$ cat src/rtl/irqa_pkg.sv
package irqa_pkg;
  localparam int unsigned REG_W     = 32;
  localparam int unsigned NCORE     = 2;
  localparam int unsigned OFS_STAT  = 'h00;
  localparam int unsigned OFS_IEN   = 'h10;
  localparam int unsigned OFS_MCK   = 'h18;
  localparam int unsigned OFS_HIGH  = 'h20;
  localparam int unsigned OFS_STEP  = 4;
  localparam logic [REG_W-1:0] NONE_CODE = 32'h8000_0000;

  // positions that are wired to real inputs
  function automatic logic [REG_W-1:0] live_mask(input int unsigned n);
    if (n >= REG_W) return '1;
    return (REG_W'(1) << n) - REG_W'(1);
  endfunction

  // highest set bit index, or NONE_CODE when the vector is empty
  function automatic logic [REG_W-1:0] top_index(input logic [REG_W-1:0] v);
    logic [REG_W-1:0] r;
    r = NONE_CODE;
    for (int i = 0; i < REG_W; i++) begin
      if (v[i]) r = REG_W'(i);
    end
    return r;
  endfunction

  function automatic logic any_hit(input logic [REG_W-1:0] st,
                                   input logic [REG_W-1:0] msk);
    return |(st & msk);
  endfunction
endpackage

$ cat src/rtl/irqa_sync.sv
module irqa_sync #(
  parameter int unsigned WIDTH  = 32,
  parameter int unsigned STAGES = 2
) (
  input  logic             clk,
  input  logic             rst_n,
  input  logic [WIDTH-1:0] d,
  output logic [WIDTH-1:0] q
);
  logic [WIDTH-1:0] pipe [STAGES];

  generate
    for (genvar s = 0; s < STAGES; s++) begin : g_stage
      always_ff @(posedge clk or negedge rst_n) begin
        if (!rst_n) pipe[s] <= '0;
        else if (s == 0) pipe[s] <= d;
        else pipe[s] <= pipe[(s == 0) ? 0 : s-1];
      end
    end
  endgenerate

  assign q = pipe[STAGES-1];
endmodule

$ cat src/rtl/irqa_regs.sv
module irqa_regs
  import irqa_pkg::*;
#(
  parameter int unsigned ADDR_W = 8
) (
  input  logic                        clk,
  input  logic                        rst_n,
  input  logic [ADDR_W-1:0]           addr,
  input  logic                        we,
  input  logic [REG_W-1:0]            wdata,
  input  logic [REG_W-1:0]            status,
  input  logic [REG_W-1:0]            high_code,
  output logic [REG_W-1:0]            rdata,
  output logic [NCORE-1:0][REG_W-1:0] ien_q,
  output logic [NCORE-1:0][REG_W-1:0] mck_q
);
  logic [NCORE-1:0] sel_ien, sel_mck;
  logic             sel_stat, sel_high;
  logic [REG_W-1:0] rd_next;

  assign sel_stat = (addr == ADDR_W'(OFS_STAT));
  assign sel_high = (addr == ADDR_W'(OFS_HIGH));

  generate
    for (genvar c = 0; c < NCORE; c++) begin : g_core
      assign sel_ien[c] = (addr == ADDR_W'(OFS_IEN + OFS_STEP*c));
      assign sel_mck[c] = (addr == ADDR_W'(OFS_MCK + OFS_STEP*c));

      always_ff @(posedge clk or negedge rst_n) begin
        if (!rst_n) begin
          ien_q[c] <= '0;
          mck_q[c] <= '0;
        end else if (we) begin
          if (sel_ien[c]) ien_q[c] <= wdata;
          if (sel_mck[c]) mck_q[c] <= wdata;
        end
      end
    end
  endgenerate

  always_comb begin
    rd_next = '0;
    if (sel_stat) rd_next = status;
    if (sel_high) rd_next = high_code;
    for (int c = 0; c < NCORE; c++) begin
      if (sel_ien[c]) rd_next = ien_q[c];
      if (sel_mck[c]) rd_next = mck_q[c];
    end
  end

  always_ff @(posedge clk or negedge rst_n) begin
    if (!rst_n) rdata <= '0;
    else        rdata <= rd_next;
  end
endmodule

$ cat src/rtl/irqa_route.sv
module irqa_route
  import irqa_pkg::*;
(
  input  logic                        clk,
  input  logic                        rst_n,
  input  logic [REG_W-1:0]            status,
  input  logic [NCORE-1:0][REG_W-1:0] ien_q,
  input  logic [NCORE-1:0][REG_W-1:0] mck_q,
  output logic [NCORE-1:0]            hit_irq,
  output logic [NCORE-1:0]            hit_mck,
  output logic [NCORE-1:0]            irq_o,
  output logic [NCORE-1:0]            mck_o
);
  generate
    for (genvar c = 0; c < NCORE; c++) begin : g_line
      assign hit_irq[c] = any_hit(status, ien_q[c]);
      assign hit_mck[c] = any_hit(status, mck_q[c]);

      always_ff @(posedge clk or negedge rst_n) begin
        if (!rst_n) begin
          irq_o[c] <= 1'b0;
          mck_o[c] <= 1'b0;
        end else begin
          irq_o[c] <= hit_irq[c];
          mck_o[c] <= hit_mck[c];
        end
      end
    end
  endgenerate
endmodule

$ cat src/rtl/irq_aggregator.sv
module irq_aggregator
  import irqa_pkg::*;
#(
  parameter int unsigned LIVE_SRC    = 17,
  parameter int unsigned SYNC_STAGES = 2,
  parameter int unsigned ADDR_W      = 8
) (
  input  logic              clk,
  input  logic              rst_n,
  input  logic [31:0]       irq_src,
  input  logic [ADDR_W-1:0] bus_addr,
  input  logic              bus_we,
  input  logic [31:0]       bus_wdata,
  output logic [31:0]       bus_rdata,
  output logic [1:0]        core_irq,
  output logic [1:0]        core_mchk
);
  localparam logic [REG_W-1:0] LIVE = live_mask(LIVE_SRC);

  logic [REG_W-1:0]            sync_w;
  logic [REG_W-1:0]            status_w;
  logic [REG_W-1:0]            high_w;
  logic [NCORE-1:0][REG_W-1:0] ien_w;
  logic [NCORE-1:0][REG_W-1:0] mck_w;
  logic [NCORE-1:0]            hit_irq_w;
  logic [NCORE-1:0]            hit_mck_w;

  irqa_sync #(.WIDTH(REG_W), .STAGES(SYNC_STAGES)) u_sync (
    .clk(clk), .rst_n(rst_n), .d(irq_src), .q(sync_w)
  );

  assign status_w = sync_w & LIVE;
  assign high_w   = top_index(status_w & ien_w[0]);

  irqa_regs #(.ADDR_W(ADDR_W)) u_regs (
    .clk(clk), .rst_n(rst_n), .addr(bus_addr), .we(bus_we), .wdata(bus_wdata),
    .status(status_w), .high_code(high_w), .rdata(bus_rdata),
    .ien_q(ien_w), .mck_q(mck_w)
  );

  irqa_route u_route (
    .clk(clk), .rst_n(rst_n), .status(status_w), .ien_q(ien_w), .mck_q(mck_w),
    .hit_irq(hit_irq_w), .hit_mck(hit_mck_w), .irq_o(core_irq), .mck_o(core_mchk)
  );
endmodule

$ cat config.mk
export PLATFORM = sky130hd
export DESIGN_NAME = irq_aggregator
export DESIGN_NICKNAME = d
export VERILOG_FILES = /design/src/rtl/irqa_pkg.sv /design/src/rtl/irqa_sync.sv /design/src/rtl/irqa_regs.sv /design/src/rtl/irqa_route.sv /design/src/rtl/irq_aggregator.sv
export SDC_FILE = /design/constraint.sdc
export NUM_CORES = 1
export LEC_CHECK = 0
export ABC_CLOCK_PERIOD_IN_PS = 3900
export CAP_MARGIN = 20
export CORE_ASPECT_RATIO = 0.8
export CORE_MARGIN = 10
export CORE_UTILIZATION = 35
export CTS_CLUSTER_DIAMETER = 30
export DETAILED_ROUTE_END_ITERATION = 7
export GPL_ROUTABILITY_DRIVEN = 1
export PLACE_DENSITY = 0.66
export SETUP_SLACK_MARGIN = 0.02
export SYNTH_ARGS = -nofsm -noshare
export SYNTH_HDL_FRONTEND = slang
export SYNTH_SLANG_ARGS = --single-unit
$ cat constraint.sdc
create_clock -name clk -period 3.9 [get_ports clk]
set_clock_uncertainty 0.15 [all_clocks]
set_input_delay 0.78 -clock clk [delete_from_list [all_inputs] [get_ports clk]]
set_output_delay 0.78 -clock clk [all_outputs]
set_load 0.005 [all_outputs]
# == Word level (Yosys, flattened, before mapping) ==
# Cells that the tools add are included.
# classes
n_eq_ne,5
n_mux,38
n_bitwise,4
n_reduce_logical,9
# op_table
operator,count
$mux 32,37
$and 17x32->32,4
$reduce_or 32->1,4
$eq 8x5->1 const B,4
$mux 17,1
$eq 8x6->1 const B,1
$logic_not 8->1,1
$reduce_and 2->1,4
# word_totals
register_bits,198
input_bits,75
out_inout_bits,36
elab_cells,67

# == Longest topological paths before layout ==
# Gate-level depths: netlist (run 1).
# logic_depth
word_depth,38
mapped_depth,7
mapped_depth_nobuf,5

# == Modules after synthesis ==
# A second synthesis (run 1) with hierarchy kept.
# hier_totals
cells_unflattened,727
area_unflattened_um2,9937.0
# modules_own_cells
mod,n_inst,cells_each,area_per_inst_um2,seq_area_each_um2
irqa_regs,1,502,7103.1,4003.8
irqa_sync,1,96,1841.8,1601.5
irqa_route,1,88,720.7,100.1
irq_aggregator,1,41,271.5,0.0

# == Least setup slack after synthesis (run 1) ==
# No wires, ideal clock.
# synth_path
kind,input to register
from,input bus_addr[7]
to,register u_regs.mck_q[34] in the netlist's numbering
setup_ns,0.125
arrival_time_ns,2.058
required_ns,3.625
setup_slack_ns,1.567
stages,6
path_buffers,2
cell_sequence,nor4_4 > and3_1 > buf_6 > nand4_4 > buf_6 > mux2_4
# synth_via
elab_chain_cells,2
# synth_lines
item,line_no,text
start: declaration,irq_aggregator.sv:11,"input logic [ADDR_W-1:0] bus_addr,"
$eq 8x5->1,irqa_regs.sv:27,assign sel_mck[c] = (addr == ADDR_W'(OFS_MCK + OFS_STEP*c));
$reduce_and 2->1 (no source line),n/a,
end signal: indexed assignment,irqa_regs.sv:35,if (sel_mck[c]) mck_q[c] <= wdata;
end: declaration,irqa_regs.sv:15,output logic [NCORE-1:0][REG_W-1:0] mck_q
# No other way between the ends.
# A chain may end at the register's enable or synchronous reset.

# == Worst setup path in the final report (run 1) ==
# layout_path
from,input bus_addr[7]
to,register u_regs.ien_q[15] in the netlist's numbering
# layout_via
elab_chain_cells,2
# layout_lines
item,line_no,text
$eq 8x5->1,irqa_regs.sv:26,assign sel_ien[c] = (addr == ADDR_W'(OFS_IEN + OFS_STEP*c));
$reduce_and 2->1 (no source line),n/a,
end signal: indexed assignment,irqa_regs.sv:34,if (sel_ien[c]) ien_q[c] <= wdata;
end: declaration,irqa_regs.sv:14,"output logic [NCORE-1:0][REG_W-1:0] ien_q,"
# No other way between the ends.

==> metrics.md, run 1 <==
| Metric | Value |
|---|---|
| Final WL | `21,800 um` |
| CTS root buf | `clkbuf_16` |
| RR Startpoint | `u_sync.q[3]` |
| Leakage | `0.00505 uW` |
| Achievable Freq | `357 MHz` |
| CTS buffer count | `17` |
| First-pass GRT wire length | `33,900 um` |
| Ant diodes | `0` |
| Hold WS | `0.199 ns` |
| CTS tree | `built` |
| Slew Limit Fails | `0` |
| Clk_lat worst skew | `0.44 ns` |
| Clk pin slew, worst setup/hold paths | `0.07 ns` |
| Placed cells | `957` |
| Row count | `51` |
| Fin cells | `989` |
| Synth warn | `0` |
| Buf/Inv on CP | `2` |
| Placed cell area | `0.00996 mm^2` |
| Min Clock Period, post-route | `2.80 ns` |
| DIE HEIGHT | `160 um` |
| Vias in the first global route | `5,458` |
| Synth Net Count | `629` |
| Initial DRT Pass Iterations | `6` |
| Nature of the critical path startpoint | `input pin` |
| CP endpoint kind | `flop` |
| Final hold vios | `0` |
| Crit Path Category | `in2reg` |
| Maximum vdd drop | `0.000322 V` |
| Final core occ | `43.2%` |
| Routed via count | `5,183` |
| Slew HR | `42.6%` |
| Hold_sp | `u_sync.pipe[39]` |
| Die span in x | `196 um` |
| Worst EP required | `4.08 ns` |
| Mapped Cells | `554` |
| Worst-Margin Slew | `0.860 ns` |
| Hold_buf cts | `0` |
| RSZ-0062 raised after global routing | `false` |
| DRT antenna net count | `0` |
| #FFs+latches synth | `198` |
| Outcome | `finished clean` |
| Resize count post-CTS | `0` |
| Total GRT Usage | `14.0%` |
| Antenna violations before repair | `1` |
| Synth cell types | `43` |
| CP startpoint | `bus_addr[7]` |
| Post-synth ARST share | `100%` |
| Layout cell share with drive strength beyond 1 | `32.0%` |
| Vias per cell | `5.24` |
| Critical-path cell list | `clkdlybuf4s50_1 > nor4_4 > and3_2 > nand3_4 > buf_4 > mux2_2` |
| Routed len/inst | `22.0 um` |
| Routability cong. | `0.867` |
| Critical path depth | `6` |
| Core area | `0.0243 mm^2` |
| DP HPWL | `14,900 um` |
| Remaining Overflow, GRT | `0` |
| Layout Area Growth over Synthesis | `21.6%` |
| HP Class | `reg2reg` |
| Slowest CP cell | `clkdlybuf4s50_1` |
| Initial Util | `35.5%` |
| DR DRC count | `0` |
| Delay-heaviest family, CP | `simple AND/OR/NAND/NOR gates` |
| Endpoints failing setup | `0` |
| Post-CTS setup buffers | `0` |
| Hold Crit Depth | `0` |
| Top FF cell, synth | `dfrtp_1` |
| Clk buf depth | `2` |
| CTS H-tree lvls | `4` |
| Area of the mapped netlist | `0.00864 mm^2` |
| Tcrit/Tclk final | `71.9%` |
| FF-to-FF path depth | `5` |
| Sequential cell area fraction in the yosys report | `57.4%` |
| Nets@finish | `733` |
| Finished Cell Area | `0.0105 mm^2` |
| Port Buffer Count | `95` |
| Worst Path Arrival | `2.98 ns` |
| Power Density | `406 mW/mm^2` |
| Critical path fanouts, max | `14` |
| CP peak stage delay | `0.45 ns` |
| Drt first-iter violations | `502` |
| Fin Setup TNS | `0 ns` |
| Max Cap Violations | `0` |
| Post-synth EDFFs | `0` |
| Clock sink total | `198` |
| Maximum number of pins on one net before global-route repair | `104` |
| Mapped Avg Cell Area | `15.6 um^2` |
| Die Outline Area | `0.0314 mm^2` |
| Num ports | `111` |
| R2r setup slk | `2.00 ns` |
[worst register-to-register path, cell delays in order, from the launching register on]
cell	delay, ns
dfrtp_1	0.49
a22o_1	0.28
a311o_1	0.35
a31oi_1	0.19
o22ai_1	0.14
o2bb2ai_1	0.17
[state kept, by name (all words and copies together) (netlist names)]
signal / cells
u_regs.ien_q: 64
u_regs.mck_q: 64
u_regs.rdata: 32
u_route.irq_o: 2
u_route.mck_o: 2
u_sync.pipe: 17
u_sync.q: 17
[synthesized netlist by cell type, drive strengths merged (2+ instances only)]
cell type  instances  area share [%]
nand4              2            0.32
nand2             31             1.3
a21oi             13            0.75
a32oi              3            0.30
nor3               2            0.12
and2              14             1.0
a22o              12             1.2
o22ai              3            0.22
buf               22             2.0
nor2              16            0.70
and3               4            0.29
a22oi             14             1.2
o221ai             7            0.71
nand4b             2            0.55
mux2             135              22
o32ai              2            0.20
dfrtp            198              57
nand2b             2            0.14
nand3             13            0.90
a221oi             7            0.71
o21ai              5            0.29
a222oi             3            0.35
mux2i              3            0.35
clkbuf             6            0.26
mux4              23             6.0
[where the power goes]
part	switching (uW)	internal [uW]	leakage [uW]	total, uW
combinational	167	220	0.00214	387
clock	813	837	0.000254	1650
sequential	76.9	2150	0.00266	2220
total	1060	3200	0.00505	4260
[kinds of logic after synthesis]
kind of cell | synth area share, %
AO/OA/AOI/OAI | 6.62
AND/OR/NAND/NOR | 5.87
flip-flops | 57.4
multiplexers | 27.9
buffers and inverters | 2.27
[cell type report]
| cell class | count | area [um^2] |
|---|---|---|
| clock inverter | 14 | 105 |
| multi-input combinational | 327 | 3490 |
| tap | 318 | 398 |
| clock buffer | 18 | 439 |
| timing repair buffer | 113 | 1120 |
| fill | 2199 | 13800 |
| inverter | 1 | 3.75 |
| sequential | 198 | 4950 |
[stage by stage]
step / total power, uW / setup slack (ns)
final: 4260 / 1.10
after global placement: 2650 / 0.659
after floorplan: 2430 / 1.57
after detailed placement: 2650 / 0.622
after CTS: 4310 / 1.09
after global routing: 4440 / 1.02
[final timing paths]
| check | to |
|---|---|
| max in group asynchronous | u_sync.pipe[34] |
| max | u_regs.ien_q[15] |
| max reg2reg | u_regs.rdata[1] |
| min | u_sync.q[7] |
| min reg2reg | u_sync.q[7] |
| min in group asynchronous | u_regs.mck_q[19] |
[cells in the final DEF, fill, tap and decap left out, types with 2 or more instances in the layout]
cell,n
nor3_1,2
mux2_2,43
buf_4,15
a22o_1,12
nand2b_1,2
o22ai_1,3
mux2_1,2
buf_2,2
clkinvlp_4,6
clkinv_2,4
o221ai_1,7
clkdlybuf4s50_1,92
clkbuf_8,2
nand3_1,12
dfrtp_1,198
nor2_1,16
mux4_2,23
clkbuf_16,17
clkinv_4,2
a221oi_1,7
and3_1,3
mux2i_1,3
inv_8,2
and2_1,14
a32oi_1,3
a22oi_1,14
buf_12,3
nand2_1,31
o21ai_0,5
a222oi_1,3
o32ai_1,2
a21oi_1,13
nand4b_4,2
mux2_4,90
[metal layers]
metal / wire, um / global-route usage, % / part of all wire (%) / vias up
met3: 1530 / 4.27 / 7.0 / 31
met1: 10100 / 19.3 / 46 / 2706
met2: 9760 / 20.6 / 45 / 171
met4: 367 / 4.50 / 1.7 / 2
met5: 10 / 0 / 0.046 / -
li1: - / - / - / 2273
Note: power is estimated with default switching activity, not from simulation.
==> run 2, diff against run 1 <==
- ABC_CLOCK_PERIOD_IN_PS: 3900 -> 2500
- PLACE_DENSITY: 0.66 -> 0.68
- clock period: 3.9 -> 2.5 ns (I/O delays scaled with it)
==> run 2 against run 1 <==
Against the previous run: largest power group unchanged; register-to-register slack lost 1.5 ns; via count grew 0.81%; sequential share of layout area decreased by 1.4 points; routed wire length down 1.2%; largest cell class unchanged; total power up 63%; critical path depth rose by 1; critical endpoint is now u_regs.ien_q[49].
==> metrics.md, run 2 (same netlist as run 1, synthesis figures left out) <==
| Metric | Value |
|---|---|
| Die span in x | `196 um` |
| WHS Endpoint | `u_sync.q[4]` |
| Power Density | `641 mW/mm^2` |
| Ant diodes | `0` |
| Remaining Overflow, GRT | `0` |
| Biggest regs | `u_regs.ien_q (64), u_regs.mck_q (64), u_regs.rdata (32)` |
| DRT antenna net count | `0` |
| Clk pin slew, worst setup/hold paths | `0.07 ns` |
| RR Endpoint | `u_regs.rdata[31]` |
| Worst setup margin | `0.235 ns` |
| Antenna violations before repair | `1` |
| Layout Area Growth over Synthesis | `25.3%` |
| Clock sink total | `198` |
| Row count | `51` |
| Slowest CP cell | `clkdlybuf4s50_1` |
| Critical path fanouts, max | `8` |
| CTS H-tree lvls | `4` |
| Post-CTS setup buffers | `0` |
| Crit Path Category | `in2reg` |
| RSZ-0062 raised after global routing | `false` |
| CTS root buf | `clkbuf_16` |
| Combinational fraction of design power | `8.9%` |
| Nets@finish | `752` |
| Clk_lat worst skew | `0.44 ns` |
| Routed via count | `5,225` |
| Hold Crit Depth | `0` |
| Hold_sp | `u_sync.pipe[36]` |
| Fin Setup TNS | `0 ns` |
| DIE HEIGHT | `160 um` |
| Port Buffer Count | `95` |
| Routability cong. | `0.887` |
| GRT met1 Usage | `19.4%` |
| Maximum number of pins on one net before global-route repair | `55` |
| Layout cell share with drive strength beyond 1 | `33.6%` |
| GRT met2 Usage | `20.8%` |
| Total GRT Usage | `13.9%` |
| Worst Path Arrival | `2.43 ns` |
| Slew Limit Fails | `0` |
| Initial DRT Pass Iterations | `6` |
| Outcome | `finished clean` |
| R2r setup slk | `0.54 ns` |
| Pre-CTS setup slack | `-0.239 ns` |
| Drt first-iter violations | `521` |
| Maximum vdd drop | `0.000448 V` |
| Worst-Margin Slew | `0.539 ns` |
| GRT busiest layer | `met2` |
| Routed len/inst | `21.3 um` |
| Power share of the clock group | `41.0%` |
| Internal power | `5230 uW` |
| Final WL | `21,500 um` |
| CTS tree | `built` |
| CP peak stage delay | `0.45 ns` |
| Fill cells | `2,141` |
| Core area | `0.0243 mm^2` |
| Tcrit/Tclk final | `90.6%` |
| DP HPWL | `15,300 um` |
| First-pass GRT wire length | `33,800 um` |
| Worst EP required | `2.67 ns` |
| Most common cell after layout, fill and taps aside | `dfrtp_1` |
| Clk buf depth | `2` |
| FF-to-FF path depth | `5` |
| Vias in the first global route | `5,561` |
| RR Startpoint | `u_sync.q[13]` |
| Endpoints failing setup | `0` |
| CP endpoint kind | `flop` |
| Nature of the critical path startpoint | `input pin` |
| Grt met3 use | `3.58%` |
| Critical-path cell list | `clkdlybuf4s50_1 > nor4_4 > and3_1 > buf_12 > nand4b_4 > buf_4 > mux2_4` |
| Die Outline Area | `0.0314 mm^2` |
| Initial Util | `35.5%` |
| Slew HR | `64.1%` |
| Final hold vios | `0` |
| Max Cap Violations | `0` |
| Leakage | `0.00523 uW` |
| Switching part of the total | `24.6%` |
| DR DRC count | `0` |
| Most frequent cells in the layout | `198 x dfrtp_1, 92 x clkdlybuf4s50_1, 90 x mux2_4, 43 x mux2_2, 31 x nand2_1` |
| CTS buffer count | `17` |
| Min Clock Period, post-route | `2.26 ns` |
| Vias per cell | `5.18` |
| HP Class | `reg2reg` |
| Flop pwr share | `50.0%` |
| Num ports | `111` |
| Switching power | `1700 uW` |
| Achievable Freq | `442 MHz` |
-- run 2: worst max-delay path by stage --
stage	startpoint	to	slack (ns)	cells after the start
after floorplan	bus_addr[7]	u_regs.mck_q[34]	0.45	6
after global placement	bus_addr[7]	u_regs.ien_q[60]	-0.19	7
after detailed placement	bus_addr[7]	u_regs.mck_q[40]	-0.24	7
after CTS	bus_addr[7]	u_regs.ien_q[61]	0.22	7
after global routing	bus_addr[7]	u_regs.rdata[13]	0.16	9
final	bus_addr[7]	u_regs.ien_q[49]	0.24	7
-- run 2: power by group through the flow --
stage	Clock (uW)	Sequential (uW)	Combinational (uW)
after detailed placement	0	3520	625
final	2850	3470	619
after CTS	2930	3460	628
after floorplan	0	3480	300
after global routing	3060	3490	670
after global placement	0	3520	617
-- run 2: per-layer routing --
layer  part of all wire (%)  up-vias
li1                       -     2316
met1                     47     2693
met2                     45      198
met3                    6.3       18
met4                    1.0        0
met5                      0        -
-- run 2: layout make-up --
cell class	count	area, um^2	area share (%)
flip-flops and latches	198	4950	45.8
clock buffers	17	425	3.93
repair buffers	132	1360	12.6
well taps	318	398	3.68
inverters	1	3.75	0.0347
clock inverters	15	191	1.77
multi-input cells	327	3480	32.2
-- run 2: stage by stage --
step                      util [%]  instances  instance area, um^2  power (uW)  hold WS, ns
after floorplan                  -        554                 8640        3780       0.0544
after global placement        41.9        975                10200        4140        0.183
after detailed placement      41.9        975                10200        4150        0.185
after CTS                     44.5       1008                10800        7020        0.198
after global routing          44.5       1008                10800        7220        0.207
final                         44.5       1008                10800        6930        0.196
-- run 2: repair_timing --
action	in CTS	in global routing
gates resized for setup	0	0
endpoints found under the hold margin	50	0
hold buffers	1	0
-- run 2: critical path: cells and delay by family --
| kind | cells | cell delay, ns |
|---|---|---|
| and+or+nand+nor | 3 | 0.77 |
| muxes | 1 | 0.31 |
| buffers and inverters | 3 | 0.84 |
==> run 3, diff against run 2 <==
- CORE_UTILIZATION: 35 -> 49
- CTS_CLUSTER_DIAMETER: 30 -> 150
- PLACE_DENSITY: 0.68 -> 0.86
==> run 3 against run 2 <==
Against the previous run: global-route usage is 4.8 points higher; sequential share of layout area up 0.66 points; worst setup slack improved by 0.014 ns; hold slack improved by 0.0012 ns; utilization grew 17 points; cell count is 9.1% lower; critical path depth is the same; largest cell class unchanged; largest power group unchanged.
==> metrics.md, run 3 (same netlist as run 1, synthesis figures left out) <==
| Metric | Value |
|---|---|
| Layout Area Growth over Synthesis | `23.5%` |
| Antenna violations before repair | `0` |
| CP endpoint kind | `flop` |
| Switching part of the total | `23.6%` |
| Routed via count | `5,443` |
| Routed len/inst | `23.5 um` |
| RSZ-0062 raised after global routing | `false` |
| Final hold vios | `0` |
| Fin Setup TNS | `0 ns` |
| Power share of the clock group | `39.1%` |
| Clk pin slew, worst setup/hold paths | `0.07 ns` |
| Clk buf depth | `2` |
| Fin cells | `916` |
| Initial DRT Pass Iterations | `7` |
| DRT antenna net count | `0` |
| Top cell by count, worst path | `buf_12` |
| Achievable Freq | `444 MHz` |
| Core area | `0.0173 mm^2` |
| Buf/Inv on CP | `3` |
| First-pass GRT wire length | `34,500 um` |
| Crit Path Category | `in2reg` |
| Placed cell area | `0.0101 mm^2` |
| Worst-Margin Slew | `0.574 ns` |
| Resize count post-CTS | `0` |
| Slowest CP cell | `clkdlybuf4s50_1` |
| Critical-path cell list | `clkdlybuf4s50_1 > nor4_4 > and3_1 > buf_12 > nand4b_4 > buf_12 > mux2_4` |
| Initial Util | `49.8%` |
| Hold WS | `0.198 ns` |
| Worst Path Arrival | `2.42 ns` |
| Layout cell share with drive strength beyond 1 | `33.1%` |
| Row count | `43` |
| Post-CTS setup buffers | `0` |
| Hold_buf cts | `1` |
| DR DRC count | `0` |
| Routability cong. | `0.967` |
| Delay-heaviest family, CP | `buffers and inverters` |
| Most common cell after layout, fill and taps aside | `dfrtp_1` |
| Total GRT Usage | `18.7%` |
| Endpoints failing setup | `0` |
| Leakage | `0.00522 uW` |
| DP HPWL | `15,500 um` |
| Remaining Overflow, GRT | `0` |
| Nature of the critical path startpoint | `input pin` |
| Placed cells | `883` |
| Num ports | `111` |
| Die Outline Area | `0.0234 mm^2` |
| DIE HEIGHT | `139 um` |
| Final WL | `21,600 um` |
| Nets@finish | `753` |
| HP Class | `reg2reg` |
| Maximum number of pins on one net before global-route repair | `70` |
| Outcome | `finished clean` |
| CTS buffer count | `17` |
| Max Cap Violations | `0` |
| Drt first-iter violations | `565` |
| Slew HR | `61.7%` |
| Combinational fraction of design power | `9.3%` |
| Port Buffer Count | `95` |
| Critical path fanouts, max | `18` |
| Vias per cell | `5.94` |
| Switching power | `1590 uW` |
| Ant diodes | `0` |
| Maximum vdd drop | `0.000490 V` |
| Finished Cell Area | `0.0107 mm^2` |
| Internal power | `5150 uW` |
| Slew Limit Fails | `0` |
| Tot Pwr | `6730 uW` |
| CTS root buf | `clkbuf_16` |
| Tcrit/Tclk final | `90.0%` |
| Vias in the first global route | `5,950` |
| Most frequent cells in the layout | `198 x dfrtp_1, 92 x clkdlybuf4s50_1, 90 x mux2_4, 43 x mux2_2, 31 x nand2_1` |
| CTS H-tree lvls | `4` |
| CTS tree | `built` |
| Flop pwr share | `51.6%` |
| CP peak stage delay | `0.47 ns` |
| Clk_lat worst skew | `0.43 ns` |
| Die span in x | `168 um` |
| Clock sink total | `198` |
| Power Density | `631 mW/mm^2` |
| Biggest regs | `u_regs.ien_q (64), u_regs.mck_q (64), u_regs.rdata (32)` |
| Min Clock Period, post-route | `2.25 ns` |
| Worst EP required | `2.67 ns` |
[run 3: cell type report]
type	instances	area (um^2)
clock buffers	23	468
inverters	1	3.75
repair buffers	133	1380
multi-input cells	327	3480
well taps	225	282
clock inverters	9	91.3
flip-flops and latches	198	4950
fillers	1292	6660
[run 3: metal layers]
layer  track usage [%]  share of wire, %
met5                 0                 0
met4              7.18               1.9
met3              4.16               7.7
met2              29.6                48
met1              24.5                42
[run 3: per-stage QoR]
step / worst slack, ns / util, %
after global placement: -0.185 / 58.3
after global routing: 0.217 / 61.6
after CTS: 0.251 / 61.6
final: 0.249 / 61.6
after detailed placement: -0.205 / 58.3
after floorplan: 0.447 / -
[run 3: power groups by stage]
| stage | clock [uW] | sequential (uW) | combinational (uW) |
|---|---|---|---|
| 2_1_floorplan | 0 | 3480 | 300 |
| 3_3_place_gp | 0 | 3520 | 601 |
| 3_5_place_dp | 0 | 3530 | 624 |
| 4_1_cts | 2680 | 3470 | 629 |
| 5_1_grt | 2800 | 3490 | 670 |
| 6_report | 2630 | 3470 | 623 |
[run 3: final timing paths]
check                                start                to  slack (ns)  cells past startpoint
hold / removal             u_sync.pipe[36]       u_sync.q[4]        0.20                      0
max in group asynchronous            rst_n   u_sync.pipe[40]        1.04                      3
hold reg to reg            u_sync.pipe[36]       u_sync.q[4]        0.20                      0
min in group asynchronous            rst_n       u_sync.q[7]        0.49                      2
setup reg to reg               u_sync.q[3]   u_regs.rdata[1]        0.57                      5
setup / recovery               bus_addr[7]  u_regs.mck_q[17]        0.25                      7
